[config.mk]
export PLATFORM = sky130hd
export DESIGN_NAME = flash_status_gen
export DESIGN_NICKNAME = d
export VERILOG_FILES = /design/src/rtl/fs_pkg.sv /design/src/rtl/fs_op_track.sv /design/src/rtl/fs_flags.sv /design/src/rtl/fs_byte_mux.sv /design/src/rtl/flash_status_gen.sv
export SDC_FILE = /design/constraint.sdc
export NUM_CORES = 1
export LEC_CHECK = 0
export ABC_AREA = 0
export BUFFER_PORTS_ARGS = -buffer_cell sky130_fd_sc_hd__buf_2
export CORE_ASPECT_RATIO = 0.75
export CORE_MARGIN = 4
export CORE_UTILIZATION = 35
export CTS_CLUSTER_SIZE = 10
export DETAILED_ROUTE_END_ITERATION = 10
export MAX_ROUTING_LAYER = met4
export PLACE_DENSITY_LB_ADDON = 0.2
export SLEW_MARGIN = 30
export SYNTH_ARGS = -nofsm -noshare
export SYNTH_HDL_FRONTEND = slang
export SYNTH_SLANG_ARGS = --single-unit
[constraint.sdc]
create_clock -name clk -period 3.85 [get_ports clk]
set_clock_uncertainty 0.15 [all_clocks]
set_input_delay 0.1925 -clock clk [delete_from_list [all_inputs] [get_ports clk]]
set_output_delay 0.1925 -clock clk [all_outputs]
set_load 0.03 [all_outputs]
[src/rtl/fs_pkg.sv]
package fs_pkg;
  typedef enum logic [1:0] {
    OPK_IDLE = 2'b00,
    OPK_PROG = 2'b01,
    OPK_CHIP = 2'b10,
    OPK_SECT = 2'b11
  } opk_e;
endpackage

[src/rtl/fs_op_track.sv]
module fs_op_track
  import fs_pkg::*;
#(
  parameter int PROT_CYCLES = 400,
  parameter int CNT_W = $clog2(PROT_CYCLES + 1)
) (
  input  logic             clk,
  input  logic             rst_n,
  input  logic             op_start,
  input  logic [1:0]       op_kind,
  input  logic             prog_bit7,
  input  logic             tgt_locked,
  input  logic             op_busy,
  output opk_e             kind_q,
  output logic             b7_q,
  output logic [CNT_W-1:0] pcnt_q,
  output logic             active
);
  localparam logic [CNT_W-1:0] PROT_LOAD = CNT_W'(PROT_CYCLES);

  always_ff @(posedge clk) begin
    if (!rst_n) begin
      kind_q <= OPK_IDLE;
      b7_q   <= 1'b0;
      pcnt_q <= '0;
    end else if (op_start) begin
      kind_q <= opk_e'(op_kind);
      b7_q   <= prog_bit7;
      pcnt_q <= (opk_e'(op_kind) == OPK_PROG && tgt_locked) ? PROT_LOAD : '0;
    end else if (pcnt_q != '0) begin
      pcnt_q <= pcnt_q - 1'b1;
    end
  end

  assign active = op_busy || (pcnt_q != '0);
endmodule

[src/rtl/fs_flags.sv]
module fs_flags (
  input  logic clk,
  input  logic rst_n,
  input  logic op_start,
  input  logic rd_stb,
  input  logic status_mode,
  input  logic susp_eff,
  input  logic active,
  input  logic limit_hit,
  input  logic reset_cmd,
  output logic tog_q,
  output logic fail_q
);
  always_ff @(posedge clk) begin
    if (!rst_n) begin
      tog_q <= 1'b0;
    end else if (op_start) begin
      tog_q <= 1'b0;
    end else if (rd_stb && status_mode && !susp_eff) begin
      tog_q <= ~tog_q;
    end
  end

  always_ff @(posedge clk) begin
    if (!rst_n) begin
      fail_q <= 1'b0;
    end else if (limit_hit && active) begin
      fail_q <= 1'b1;
    end else if (reset_cmd) begin
      fail_q <= 1'b0;
    end
  end
endmodule

[src/rtl/fs_byte_mux.sv]
module fs_byte_mux
  import fs_pkg::*;
#(
  parameter int N_SECT = 8,
  parameter int SECT_W = $clog2(N_SECT)
) (
  input  opk_e              kind_q,
  input  logic              b7_q,
  input  logic              tog_q,
  input  logic              fail_q,
  input  logic              window_done,
  input  logic              susp_eff,
  input  logic              status_mode,
  input  logic [N_SECT-1:0] erase_mask,
  input  logic [SECT_W-1:0] rd_sector,
  output logic [7:0]        status_q,
  output logic              use_array
);
  logic is_erase, dq7, dq3, in_masked;

  always_comb begin
    is_erase  = (kind_q == OPK_CHIP) || (kind_q == OPK_SECT);
    in_masked = erase_mask[rd_sector];
    if (susp_eff)                dq7 = 1'b1;
    else if (kind_q == OPK_PROG) dq7 = ~b7_q;
    else                         dq7 = 1'b0;
    dq3       = is_erase && window_done;
    status_q  = {dq7, tog_q, fail_q, 1'b0, dq3, 3'b000};
    use_array = !status_mode || (susp_eff && !in_masked);
  end
endmodule

[src/rtl/flash_status_gen.sv]
module flash_status_gen
  import fs_pkg::*;
#(
  parameter int N_SECT      = 8,
  parameter int PROT_CYCLES = 400,
  parameter int SECT_W      = $clog2(N_SECT),
  parameter int CNT_W       = $clog2(PROT_CYCLES + 1)
) (
  input  logic              clk,
  input  logic              rst_n,
  input  logic              op_start,
  input  logic [1:0]        op_kind,
  input  logic              prog_bit7,
  input  logic              tgt_locked,
  input  logic              op_busy,
  input  logic              limit_hit,
  input  logic              window_done,
  input  logic              suspended,
  input  logic [N_SECT-1:0] erase_mask,
  input  logic              reset_cmd,
  input  logic              rd_stb,
  input  logic [SECT_W-1:0] rd_sector,
  output logic [7:0]        status_q,
  output logic              use_array
);
  opk_e             kind_q;
  logic             b7_q, active, tog_q, fail_q, status_mode, susp_eff;
  logic [CNT_W-1:0] pcnt_q;

  fs_op_track #(.PROT_CYCLES(PROT_CYCLES), .CNT_W(CNT_W)) u_trk (
    .clk(clk), .rst_n(rst_n), .op_start(op_start), .op_kind(op_kind),
    .prog_bit7(prog_bit7), .tgt_locked(tgt_locked), .op_busy(op_busy),
    .kind_q(kind_q), .b7_q(b7_q), .pcnt_q(pcnt_q), .active(active)
  );

  assign status_mode = active || fail_q;
  assign susp_eff    = suspended && (kind_q == OPK_SECT);

  fs_flags u_flg (
    .clk(clk), .rst_n(rst_n), .op_start(op_start), .rd_stb(rd_stb),
    .status_mode(status_mode), .susp_eff(susp_eff), .active(active),
    .limit_hit(limit_hit), .reset_cmd(reset_cmd),
    .tog_q(tog_q), .fail_q(fail_q)
  );

  fs_byte_mux #(.N_SECT(N_SECT), .SECT_W(SECT_W)) u_mux (
    .kind_q(kind_q), .b7_q(b7_q), .tog_q(tog_q), .fail_q(fail_q),
    .window_done(window_done), .susp_eff(susp_eff), .status_mode(status_mode),
    .erase_mask(erase_mask), .rd_sector(rd_sector),
    .status_q(status_q), .use_array(use_array)
  );
endmodule

======== After elaboration in Yosys (flattened, before gate mapping) ========
Index checks and enable logic that the tools add are counted.
operators by class
  shift-type cells ........................ 0
  equal/unequal tests ..................... 4
  multipliers ............................. 0
  add/sub/neg operators ................... 1
  multiplexer cells ....................... 9
  div/mod/pow operators ................... 0
  order comparisons ....................... 1
  reduce and logical (&&, ||, !) cells .... 18
  bitwise gates (word level) .............. 3
operator list
  operator                                              number
  2-to-1 mux 9 bit                                      3
  nonzero test 9 bit                                    1
  subtractor 9 x 1 -> 9 bit (second input constant)     1
  logical AND 1 bit                                     7
  2-to-1 mux 1 bit                                      5
  equality test 2 x 1 -> 1 bit (second input constant)  2
  equality test 2 bit (second input constant)           2
  logical OR 1 bit                                      4
  < comparator 3 x 4 -> 1 bit (second input constant)   1
  nonzero test 2 bit                                    2
  binary-select mux 1 bit (select 3 bit)                1
  logical NOT 1 bit                                     3
  inverter 1 bit                                        3
  OR reduction 2 bit                                    1
storage, ports and cells
  memories ................................ 0
  latch bits .............................. 0
  bits in read-only memories .............. 0
  flip-flop bits (word level) ............. 14
  input bits .............................. 24
  RAM bits ................................ 0
  logic and storage cells ................. 41

======== Longest topological paths before layout ========
  word-level depth ........................ 5
  depth in mapped cells ................... 7
  depth with buffers taken out ............ 6

======== By module ========
From an unflattened synthesis, not the netlist that was laid out.
unflattened totals
  cells, all modules ...................... 92
  area, all modules ....................... 868.3 um^2
by module, submodules not included
  module            area each (um^2)  times used  cells each
  fs_op_track       599.3             1           61
  fs_byte_mux       165.2             1           20
  fs_flags          91.3              1           9
  flash_status_gen  12.5              1           2

======== Least setup slack after synthesis ========
OpenSTA, ideal clock, no wires.
  path kind ............................... reg2out
  from .................................... reg u_trk.pcnt_q[0]
  to ...................................... out use_array
  required time ........................... 3.507 ns
  path slack .............................. 1.858 ns
  path buffers ............................ 1
  arrival ................................. 1.650 ns
  stages on the path, launching flop included .. 7
  cells stage by stage .................... dfxtp_1 inv_1 ha_1 or3b_1 buf_2 nor4b_2 o21bai_1
on the way
  longest elaborated chain between the ends .. 5
ends and longest elaborated chain
  item                      line                    RTL
  start: declaration        fs_op_track.sv:16       output logic [CNT_W-1:0] pcnt_q,
  start signal: assignment  fs_op_track.sv:29       pcnt_q <= (opk_e'(op_kind) == OPK_PROG && tgt_locked) ? PROT_LOAD : '0;
  start signal: assignment  fs_op_track.sv:31       pcnt_q <= pcnt_q - 1'b1;
  nonzero test 9 bit        fs_op_track.sv:35       assign active = op_busy || (pcnt_q != '0);
  logical OR 1 bit          fs_op_track.sv:35
  logical OR 1 bit          flash_status_gen.sv:36  assign status_mode = active || fail_q;
  logical NOT 1 bit         fs_byte_mux.sv:29       use_array = !status_mode || (susp_eff && !in_masked);
  logical OR 1 bit          fs_byte_mux.sv:29
  end: declaration          flash_status_gen.sv:24  output logic use_array
Every way passes these cells.

======== Worst setup path after layout ========
Ends and elaborated chain as after synthesis.

==> flow_summary.toml <==
[global_route]
grt_start_max_net_pins = 9
grt_util_all_layers = 0.123
grt-ovfl-total = 0
grt_pass1_wl_mm = 2.97
antenna_found_initial = 0
grt_pass1_vias = 658

[finish]
final_nets = 140
antenna_cells = 0
post-route-util = 0.463
drive_above_1_share = 0.368
syn2layout_area_growth_pct = 19.3

[sta]
hold_viol = 0
maxSlewViolCount = 0
fin_crit_ps = 2460
fmax_ghz = 0.406
hold_ws_ps = 21.3
setup_violations = 0
fin_tns_setup_ps = 0
fin_crit_sh = 0.640
grt_setup_unrepaired = "false"

[cts]
clock_path_buffers = 2
clock_sinks = 14
h-tree-depth = 1
cts_setup_buffers = 0
cts_root_buf = "clkbuf_4"
post_cts_resized = 0
cts_tree = "done"
path_clk_slew_ps = 90
hold_buffers = 0
cts_made_buffers = 3
worstSkewPairLatency_ps = 280

[power]
power_density_nw_per_um2 = 781
fin_total_pwr_mw = 0.767
ir_drop_mv = 0.417
p_leak_nw = 0.437

[drt]
wl_per_cell_um = 11.8
drc = 0
drt_first_pass_iters = 4
drt_iter0_drc = 18
avgViaCountPerCell = 4.74
ant_nets = 0
finalWirelength_mm = 1.72
vias = 692

[logic_synthesis]
ys.warnings.count = 0
synth_common_cells = "dfxtp_1 (14), buf_4 (8), a21oi_1 (5), nor2_1 (5)"
synth_top_area_cell = "dfxtp_1"
synth-edff-count = 0
synth_area_um2 = 823
seq_area_frac_synth = 0.340
ys_types = 39
yosys-top-cells-area = "dfxtp_1 (34%), buf_4 (7.3%), mux4_2 (5.5%), mux2i_1 (3.6%), a21oi_1 (3.0%)"
synth_fa_ha_area_frac = 0.0152
synth_compound_area_frac = 0.160
postSynthAreaPerCell_um2 = 9.25
synth-simple-area-share = 0.246
async_flop_share = 0
ys.flop_type = "dfxtp_1"
synth_most_common_cell = "dfxtp_1"
synth-xor-area-share = 0.0319
netlist_instances = 89
synthMuxAreaShare = 0.105
synth_top_area_frac = 0.340
synth_top_family_by_area = "simple AND/OR/NAND/NOR gates"
ys_seq_elements = 14

[floorplan]
die_y_um = 50
die_area_um2 = 3200
io_pins = 33
start_util = 0.388
core-area_um2 = 2120
core.rowCount = 14
die_x_um = 64.0

[worst_setup_path]
worstSetupEndpointType = "primary output"
start_kind = "flip-flop"
max_stage_delay_ps = 490
ff2ff_setup_slack_ps = 1830
cp.arrival_ps = 2120
worstPathRequired_ps = 3510
critPathKind = "flip-flop to primary output"
cp_cell_sequence = "inv_1 > ha_1 > or3b_1 > nor4b_2 > o21bai_1 > buf_2"
crit_fanout = 8
slowest_stage = "or3b_1"

[place]
io_buffer_count = 28
gp_congestion = 0.767
dp_hpwl_mm = 1.45

[hold_path]
hold_class = "input pin to flip-flop"

[run]
cap_violations = 0

[outcome]
status = "completed"
final timing paths:
kind,to,cells after the start,start
worst min-delay path,u_flg.fail_q$_SDFFE_PN0P_,3,reset_cmd
worst max-delay path,use_array,6,u_trk.pcnt_q[0]$_SDFFE_PN0P_
worst max register to register,u_trk.pcnt_q[4]$_SDFFE_PN0P_,6,u_trk.pcnt_q[0]$_SDFFE_PN0P_
worst min register to register,u_flg.tog_q$_SDFFE_PP0P_,2,u_flg.tog_q$_SDFFE_PP0P_
worst max-delay path: cells and delay by family (launching register included):
| kind | cells | cell delay (ps) |
|---|---|---|
| AO/OA/AOI/OAI | 1 | 170 |
| adder cells (fa/ha/maj) | 1 | 180 |
| buffers and inverters | 2 | 300 |
| flip-flops | 1 | 330 |
| AND/OR/NAND/NOR | 2 | 870 |
logic make-up (layout without fill, tap and decap cells):
family                   Yosys count  count (layout)
flip-flops                        14              14
buffers and inverters             13              35
AO/OA/AOI/OAI                     20              20
multiplexers                       6               6
adder cells (fa/ha/maj)            1               1
other                              1               4
XOR/XNOR                           3               3
AND/OR/NAND/NOR                   31              31
cell usage in the layout (no fill, tap or decap), types with 2 or more instances in the layout:
cell type,instances
a21boi_0,3
a21oi_1,5
and2_1,2
buf_2,28
clkbuf_4,3
conb_1,4
dfxtp_1,14
inv_1,3
mux2i_1,3
mux4_2,2
nand2_1,3
nand2b_1,2
nor2_1,5
nor2b_1,3
nor3_1,2
o21ai_0,3
o21ai_1,2
o31ai_1,2
or3_1,2
or4_1,3
xnor2_1,2
stage by stage:
| step | instances | setup slack, ps | area, um^2 |
|---|---|---|---|
| floorplan | 92 | 1860 | 835 |
| global placement | 142 | 1760 | 946 |
| finish | 146 | 1390 | 982 |
| global route | 146 | 1200 | 982 |
| detailed placement | 142 | 1690 | 946 |
| CTS | 146 | 1360 | 982 |
area by class of cell:
type                            instances  area [um^2]
Fill cell                             229         1140
Multi-Input combinational cell         65          474
Sequential cell                        14          280
Timing Repair Buffer                   28          140
Tap cell                               32         40.0
Clock buffer                            4         36.3
Inverter                                3         11.3
power by group:
group	switching (mW)	total, mW	internal (mW)
clock network	0.0485	0.106	0.0575
registers	0.0380	0.226	0.188
logic	0.237	0.435	0.198
routing by layer:
layer	up-vias	track usage	routed length, um
met5	-	-	0
met1	305	0.149	858
met3	5	0.0545	156
met4	0	0.0538	25
li1	360	-	-
met2	22	0.173	676
flip-flops by register name, summed over array words and instances, names as in the netlist:
| name | flops |
|---|---|
| u_trk.pcnt_q | 9 |
| u_trk.kind_q | 2 |
| u_flg.fail_q | 1 |
| u_flg.tog_q | 1 |
| u_trk.b7_q | 1 |
(Power assumes the default switching activity.)
